$ cat src/rtl/ebs_pkg.sv
package ebs_pkg;
  typedef enum logic [2:0] {
    ST_IDLE = 3'd0,
    ST_SYNC = 3'd1,
    ST_T1   = 3'd2,
    ST_T2   = 3'd3,
    ST_T3   = 3'd4
  } ebs_state_e;

  function automatic logic wide_bus(input logic a, input logic b, input logic pin);
    // (0,x): 8-bit, (1,0): 16-bit, (1,1): pin decides
    return a & (~b | pin);
  endfunction
endpackage

$ cat src/rtl/ebs_clkdiv.sv
module ebs_clkdiv (
  input  logic clk,
  input  logic rst_n,
  output logic ph
);
  logic ph_q;
  logic ph_d;

  always_comb ph_d = ~ph_q;

  always_ff @(posedge clk or negedge rst_n) begin
    if (!rst_n) ph_q <= 1'b0;
    else        ph_q <= ph_d;
  end

  assign ph = ph_q;
endmodule

$ cat src/rtl/ebs_width.sv
module ebs_width (
  input  logic cfg_a,
  input  logic cfg_b,
  input  logic pin,
  output logic wide
);
  import ebs_pkg::*;
  always_comb wide = wide_bus(cfg_a, cfg_b, pin);
endmodule

$ cat src/rtl/ebs_seq.sv
module ebs_seq #(
  parameter int BUS_W = 16
) (
  input  logic              clk,
  input  logic              rst_n,
  input  logic              ph,
  input  logic              req_valid,
  input  logic              req_write,
  input  logic              req_word,
  input  logic [BUS_W-1:0]  req_addr,
  input  logic [BUS_W-1:0]  req_wdata,
  input  logic              wide_in,
  input  logic [BUS_W-1:0]  ad_in,
  output ebs_pkg::ebs_state_e state,
  output logic              busy,
  output logic              done,
  output logic [BUS_W-1:0]  rdata,
  output logic [BUS_W-1:0]  addr_cur,
  output logic [BUS_W-1:0]  wdata,
  output logic              write,
  output logic              word,
  output logic              wide,
  output logic              second
);
  import ebs_pkg::*;
  localparam int BYTE_W = BUS_W / 2;

  ebs_state_e       st_q, st_d;
  logic             wr_q, wr_d, wd_q, wd_d, wide_q, wide_d, sec_q, sec_d, done_q, done_d;
  logic [BUS_W-1:0] addr_q, addr_d, wdat_q, wdat_d, rdat_q, rdat_d;
  logic             accept, adv, split, last_cyc, a0;

  always_comb begin
    accept   = (st_q == ST_IDLE) && req_valid;
    adv      = ph;
    split    = wd_q && !wide_q;
    last_cyc = !(split && !sec_q);
    a0       = addr_q[0] | sec_q;
  end

  // next-state logic
  always_comb begin
    st_d   = st_q;
    wr_d   = wr_q;
    wd_d   = wd_q;
    wide_d = wide_q;
    sec_d  = sec_q;
    addr_d = addr_q;
    wdat_d = wdat_q;
    rdat_d = rdat_q;
    done_d = 1'b0;
    unique case (st_q)
      ST_IDLE: if (accept) begin
        st_d   = ph ? ST_T1 : ST_SYNC;
        wr_d   = req_write;
        wd_d   = req_word;
        wide_d = wide_in;
        sec_d  = 1'b0;
        addr_d = req_word ? {req_addr[BUS_W-1:1], 1'b0} : req_addr;
        wdat_d = req_wdata;
        rdat_d = '0;
      end
      ST_SYNC: if (adv) st_d = ST_T1;
      ST_T1:   if (adv) st_d = ST_T2;
      ST_T2:   if (adv) begin
        st_d = ST_T3;
        if (!wr_q) begin
          if (wide_q) begin
            if (wd_q)    rdat_d = ad_in;
            else if (a0) rdat_d = {{BYTE_W{1'b0}}, ad_in[BUS_W-1:BYTE_W]};
            else         rdat_d = {{BYTE_W{1'b0}}, ad_in[BYTE_W-1:0]};
          end else if (sec_q) begin
            rdat_d = {ad_in[BYTE_W-1:0], rdat_q[BYTE_W-1:0]};
          end else begin
            rdat_d = {rdat_q[BUS_W-1:BYTE_W], ad_in[BYTE_W-1:0]};
          end
        end
      end
      ST_T3:   if (adv) begin
        if (last_cyc) begin
          st_d   = ST_IDLE;
          done_d = 1'b1;
        end else begin
          st_d  = ST_T1;
          sec_d = 1'b1;
        end
      end
      default: st_d = ST_IDLE;
    endcase
  end

  // registers
  always_ff @(posedge clk or negedge rst_n) begin
    if (!rst_n) begin
      st_q   <= ST_IDLE;
      wr_q   <= 1'b0;
      wd_q   <= 1'b0;
      wide_q <= 1'b0;
      sec_q  <= 1'b0;
      done_q <= 1'b0;
      addr_q <= '0;
      wdat_q <= '0;
      rdat_q <= '0;
    end else begin
      st_q   <= st_d;
      wr_q   <= wr_d;
      wd_q   <= wd_d;
      wide_q <= wide_d;
      sec_q  <= sec_d;
      done_q <= done_d;
      addr_q <= addr_d;
      wdat_q <= wdat_d;
      rdat_q <= rdat_d;
    end
  end

  assign state    = st_q;
  assign busy     = (st_q != ST_IDLE);
  assign done     = done_q;
  assign rdata    = rdat_q;
  assign addr_cur = {addr_q[BUS_W-1:1], a0};
  assign wdata    = wdat_q;
  assign write    = wr_q;
  assign word     = wd_q;
  assign wide     = wide_q;
  assign second   = sec_q;
endmodule

$ cat src/rtl/ebs_lanes.sv
module ebs_lanes #(
  parameter int BUS_W = 16
) (
  input  ebs_pkg::ebs_state_e state,
  input  logic              wide,
  input  logic              hi_enable,
  input  logic              write,
  input  logic              word,
  input  logic              second,
  input  logic [BUS_W-1:0]  addr_cur,
  input  logic [BUS_W-1:0]  wdata,
  output logic              ale,
  output logic              rd_n,
  output logic              wr_n,
  output logic              hi_n,
  output logic              ad_oe,
  output logic [BUS_W-1:0]  ad_out
);
  import ebs_pkg::*;
  localparam int BYTE_W = BUS_W / 2;

  logic t1, t2, t3, in_cyc, touch_hi, touch_lo;
  logic [BYTE_W-1:0] cur_byte;

  always_comb begin
    t1       = (state == ST_T1);
    t2       = (state == ST_T2);
    t3       = (state == ST_T3);
    in_cyc   = t1 | t2 | t3;
    touch_hi = wide & (word | addr_cur[0]);
    touch_lo = ~wide | word | ~addr_cur[0];
    cur_byte = second ? wdata[BUS_W-1:BYTE_W] : wdata[BYTE_W-1:0];

    ale   = t1;
    rd_n  = ~(t2 & ~write);
    wr_n  = ~(t2 & write & (hi_enable | touch_lo));
    if (!wide)          hi_n = 1'b1;
    else if (hi_enable) hi_n = ~(in_cyc & touch_hi);
    else                hi_n = ~(t2 & write & touch_hi);

    ad_oe = t1 | (write & (t2 | t3));
    if (t1)                ad_out = addr_cur;
    else if (wide && word) ad_out = wdata;
    else                   ad_out = {cur_byte, cur_byte};
  end
endmodule

$ cat src/rtl/ext_bus_seq.sv
module ext_bus_seq #(
  parameter int BUS_W = 16
) (
  input  logic             clk,
  input  logic             rst_n,
  input  logic             cfg_bw_a,
  input  logic             cfg_bw_b,
  input  logic             cfg_hi_enable,
  input  logic             bus_wide_in,
  input  logic             req_valid,
  input  logic             req_write,
  input  logic             req_word,
  input  logic [BUS_W-1:0] req_addr,
  input  logic [BUS_W-1:0] req_wdata,
  output logic             busy,
  output logic             done,
  output logic [BUS_W-1:0] rdata,
  output logic [BUS_W-1:0] ad_out,
  output logic             ad_oe,
  input  logic [BUS_W-1:0] ad_in,
  output logic             ale,
  output logic             rd_n,
  output logic             wr_n,
  output logic             hi_n,
  output logic             clk_out
);
  import ebs_pkg::*;

  logic             ph, wide_now, wide_lat, wr_lat, wd_lat, sec_lat;
  ebs_state_e       state;
  logic [BUS_W-1:0] addr_cur, wdat_lat;

  ebs_clkdiv u_clkdiv (.clk(clk), .rst_n(rst_n), .ph(ph));

  ebs_width u_width (
    .cfg_a(cfg_bw_a), .cfg_b(cfg_bw_b), .pin(bus_wide_in), .wide(wide_now)
  );

  ebs_seq #(.BUS_W(BUS_W)) u_seq (
    .clk(clk), .rst_n(rst_n), .ph(ph),
    .req_valid(req_valid), .req_write(req_write), .req_word(req_word),
    .req_addr(req_addr), .req_wdata(req_wdata), .wide_in(wide_now),
    .ad_in(ad_in), .state(state), .busy(busy), .done(done), .rdata(rdata),
    .addr_cur(addr_cur), .wdata(wdat_lat), .write(wr_lat), .word(wd_lat),
    .wide(wide_lat), .second(sec_lat)
  );

  ebs_lanes #(.BUS_W(BUS_W)) u_lanes (
    .state(state), .wide(wide_lat), .hi_enable(cfg_hi_enable),
    .write(wr_lat), .word(wd_lat), .second(sec_lat),
    .addr_cur(addr_cur), .wdata(wdat_lat),
    .ale(ale), .rd_n(rd_n), .wr_n(wr_n), .hi_n(hi_n),
    .ad_oe(ad_oe), .ad_out(ad_out)
  );

  assign clk_out = ph;
endmodule

$ cat config.mk
export PLATFORM = sky130hd
export DESIGN_NAME = ext_bus_seq
export DESIGN_NICKNAME = d
export VERILOG_FILES = /design/src/rtl/ebs_pkg.sv /design/src/rtl/ebs_clkdiv.sv /design/src/rtl/ebs_width.sv /design/src/rtl/ebs_seq.sv /design/src/rtl/ebs_lanes.sv /design/src/rtl/ext_bus_seq.sv
export SDC_FILE = /design/constraint.sdc
export NUM_CORES = 1
export LEC_CHECK = 0
export ABC_AREA = 1
export ABC_CLOCK_PERIOD_IN_PS = 1700
export CORE_UTILIZATION = 45
export DETAILED_ROUTE_END_ITERATION = 10
export HOLD_SLACK_MARGIN = 0.03
export PLACE_DENSITY = 0.79
export SLEW_MARGIN = 25
export SYNTH_ARGS = -nofsm -noshare
export SYNTH_HDL_FRONTEND = slang
export SYNTH_SLANG_ARGS = --single-unit
$ cat constraint.sdc
create_clock -name clk -period 1.7 [get_ports clk]
set_input_delay 0.34 -clock clk [delete_from_list [all_inputs] [get_ports clk]]
set_output_delay 0.34 -clock clk [all_outputs]
set_load 0.1 [all_outputs]
==> results by group, run 1 <==
CTS
  • CTS sink cnt: 57
  • TritonCTS Buffers: 9
  • Clock Latency Late Sink: about 0.35 ns
  • Root Buffer: clkbuf_8
  • Htree depth: 3
  • CTS tree: done
  • Worst-path clk slew: roughly 0.070 ns
  • Clk buf depth: 2

Timing
  • Final Max Tran Viols: 0
  • Final Skew: 0.00985 ns
  • Slack of the critical path: -0.337 ns
  • Final Hold Fails: 0
  • Worst Max-Slew Pin Slew: 0.448 ns
  • Max Fclk: between 0.4 and 0.5 GHz
  • RSZ-0062 raised after global routing: yes
  • Slew HR: a little over two thirds
  • Period utilisation layout: 120%
  • Minimum clock period: a little over 2 ns
  • Final setup violation count: 22

Critical path
  • Reg2reg setup slack: roughly 0.060 ns
  • Reg2reg end: u_seq.wdata[15]$_DFFE_PN0P_
  • CP max stage cell: dfrtp_1
  • CP Launch Type: register
  • RR Startpoint: u_seq.state[0]$_DFFE_PN0P_
  • Buf/Inv on CP: 3
  • Crit-path cells: inv_2 > nand3_4 > buf_4 > a31oi_4 > buf_12
  • R2R depth: 9
  • WP data arrival: 1.70 ns
  • Worst endpoint required time: about 1.4 ns
  • CP peak stage delay: about 0.44 ns
  • CP Capture Type: primary output
  • Delay-heaviest family, CP: buffers and inverters
  • Setup Crit Path Kind: register to primary output
  • Crit-path max FO: 5

Placement
  • Placed cells: 587
  • DP Wirelength: about 6.7 mm
  • Gpl congestion: 0.949
  • Count of input and output buffers: 96

GRT
  • Initial antenna violation count: 0
  • Layer with the highest usage: met2
  • GR Util met3: between 5 and 6%
  • Global-route wire length before repair: about 16 mm
  • Global route overflow: 0
  • Largest net degree at the start of global routing: 24
  • Vias in the first global route: approximately 3.4k
  • Met1 Use GR: 34.3%
  • Gr usage total: between 20% and 30%
  • Grt met2 use: 49.9%

Flow run
  • Max-cap violation count: 0

Routing
  • DR iter-0 viols: between 200 and 250
  • Vias: about 3.5k
  • Post-DR vias/cell: ~5.6
  • WL/cell: about 17 um
  • DRC viols: 0
  • Final WL: 10.4 mm
  • Final ANT Viol Nets: 0
  • Total iterations of the first detailed-routing run: 6

Floorplan
  • I/O pin total: 97
  • Die area: 6920 sq um
  • FP Rows: 29
  • Core box area: 6350 sq um
  • Die X: approximately 83 um
  • Die Y: 83.2 um
  • Initial Util: a little under half

Run status
  • Failing checks: negative setup slack
  • Status: complete, but fails checks

Layout
  • Area Overhead vs Synth: 82.1%
  • Post-route insts no fill: roughly 620
  • Fillers: roughly 340
  • Most frequent cells in the layout: nand2_1 (171), clkdlybuf4s50_1 (55), dfrtp_1 (54), buf_12 (47), buf_4 (33)
  • FF+latch area: ~1400 sq um
  • Nets: between 500 and 600
  • Most common cell after layout, fill and taps aside: nand2_1
  • N_diodes: 0
  • Layout cells sized above 1: 31.8%
  • Multi-input logic area: roughly 1700 sq um

Synthesis
  • Synthesized net count: around 460
  • Post-synthesis register bit count: 57
  • Post-Syn Area: 2960 sq um
  • Mapped Cells: 400
  • Yosys warns: 0
  • Syn_area_per_cell: between 7 and 8 sq um
  • Synth unique cells: 25
  • Sequential share of the synthesized area: roughly 48%

Min path
  • HP Class: input port to asynchronous set/reset pin
-- worst max-delay path by stage --
| stage | from | endpoint | depth (start not counted) | slack [ns] |
|---|---|---|---|---|
| floorplan | u_seq.state[1]$_DFFE_PN0P_ | ad_oe | 5 | -0.85 |
| global placement | cfg_hi_enable | hi_n | 5 | 0.003 |
| detailed placement | cfg_hi_enable | hi_n | 5 | -0.008 |
| CTS | u_seq.state[0]$_DFFE_PN0P_ | ad_out[11] | 5 | -0.29 |
| global route | u_seq.state[1]$_DFFE_PN0P_ | ad_oe | 6 | -0.40 |
| finish | u_seq.state[0]$_DFFE_PN0P_ | ad_out[0] | 5 | -0.34 |
-- cell type report --
| type | count | share of cell area, % |
|---|---|---|
| timing repair buffer | 144 | 34.3 |
| multi-input combinational | 304 | 32.2 |
| sequential | 57 | 26.5 |
| clock buffer | 14 | 3.20 |
| inverter | 25 | 1.99 |
| tap | 77 | 1.79 |
-- synth_stat cells, drive strengths merged --
master	count	area (sq um)
nand2	190	741
dfrtp	57	1430
nand3	30	160
nor2	26	113
inv	25	96.4
o21ai	24	120
a31oi	17	106
buf	13	86.3
o211ai	9	67.6
a21oi	2	10.0
clkbuf	2	7.51
nor3	2	10.0
o22ai	2	12.5
o21bai	1	7.51
-- layer usage --
metal | routed length, um | share of wire (%)
met5 | 0 | 0
met4 | 358 | 3.4
met3 | 758 | 7.3
met2 | 5270 | 51
met1 | 4020 | 39
-- registers in the layout (all words and copies together) (netlist names), 3 cells and up --
name and count:
u_seq.rdata 16, u_seq.addr_q 16, u_seq.state 3, u_seq.wdata 16
-- worst register-to-register path, cell delays in order (launching register included) --
cell and delay (ns):
dfrtp_1 0.44, buf_4 0.18, nor2_2 0.10, nand2_2 0.12, inv_2 0.12, nand2_4 0.10
inv_4 0.15, buf_12 0.17, nand2_1 0.07, o21ai_1 0.11
-- logic make-up (layout without fill, tap and decap cells) --
family / after synthesis / in the layout / synth area share (%)
flops: 57 / 57 / 48.1
compound gates: 55 / 55 / 10.9
simple gates: 248 / 249 / 34.5
buf+inv: 40 / 183 / 6.42
-- timing repair --
action / CTS / global route
pin swaps: 7 / 6
buffers inserted: 6 / 12
endpoints found under the hold margin: 15 / 0
resized for setup: 28 / 20
hold buffers: 1 / 0
gates cloned: 2 / 0
endpoints found under the setup margin: 21 / 42
-- per-stage QoR --
step | setup WS, ns | utilization (%) | TNS (ns) | cell area (sq um) | hold slack, ns
floorplan | -0.847 | - | -4.58 | 3270 | 0.0444
global placement | 0.00250 | 77.0 | 0 | 4890 | 0.306
detailed placement | -0.00826 | 77.0 | -0.00826 | 4890 | 0.312
CTS | -0.291 | 82.5 | -5.04 | 5240 | 0.483
global route | -0.397 | 85.0 | -6.73 | 5400 | 0.532
finish | -0.337 | 85.0 | -5.65 | 5400 | 0.468
Power of run 1 is not shown: default switching activity piles up to over one toggle a cycle in this logic, so the estimate is an artifact.
==> run 2, diff against run 1 <==
--- a/config.mk
+++ b/config.mk
@@ -8,6 +8,7 @@
 export ABC_AREA = 1
 export ABC_CLOCK_PERIOD_IN_PS = 1700
 export CORE_UTILIZATION = 45
+export CTS_CLUSTER_SIZE = 8
 export DETAILED_ROUTE_END_ITERATION = 10
 export HOLD_SLACK_MARGIN = 0.03
 export PLACE_DENSITY = 0.79
==> results of run 2 <==
Final layout, timing and power as in run 1 (identical DEF).
Power of run 2 is left out for the same reason.
==> run 3, diff against run 2 <==
--- a/config.mk
+++ b/config.mk
@@ -8,7 +8,7 @@
 export ABC_AREA = 1
 export ABC_CLOCK_PERIOD_IN_PS = 1700
 export CORE_UTILIZATION = 45
-export CTS_CLUSTER_SIZE = 8
+export CTS_CLUSTER_DIAMETER = 200
 export DETAILED_ROUTE_END_ITERATION = 10
 export HOLD_SLACK_MARGIN = 0.03
 export PLACE_DENSITY = 0.79
==> results of run 3 <==
Final layout, timing and power as in run 1 (identical DEF).
Power of run 3 is left out for the same reason.
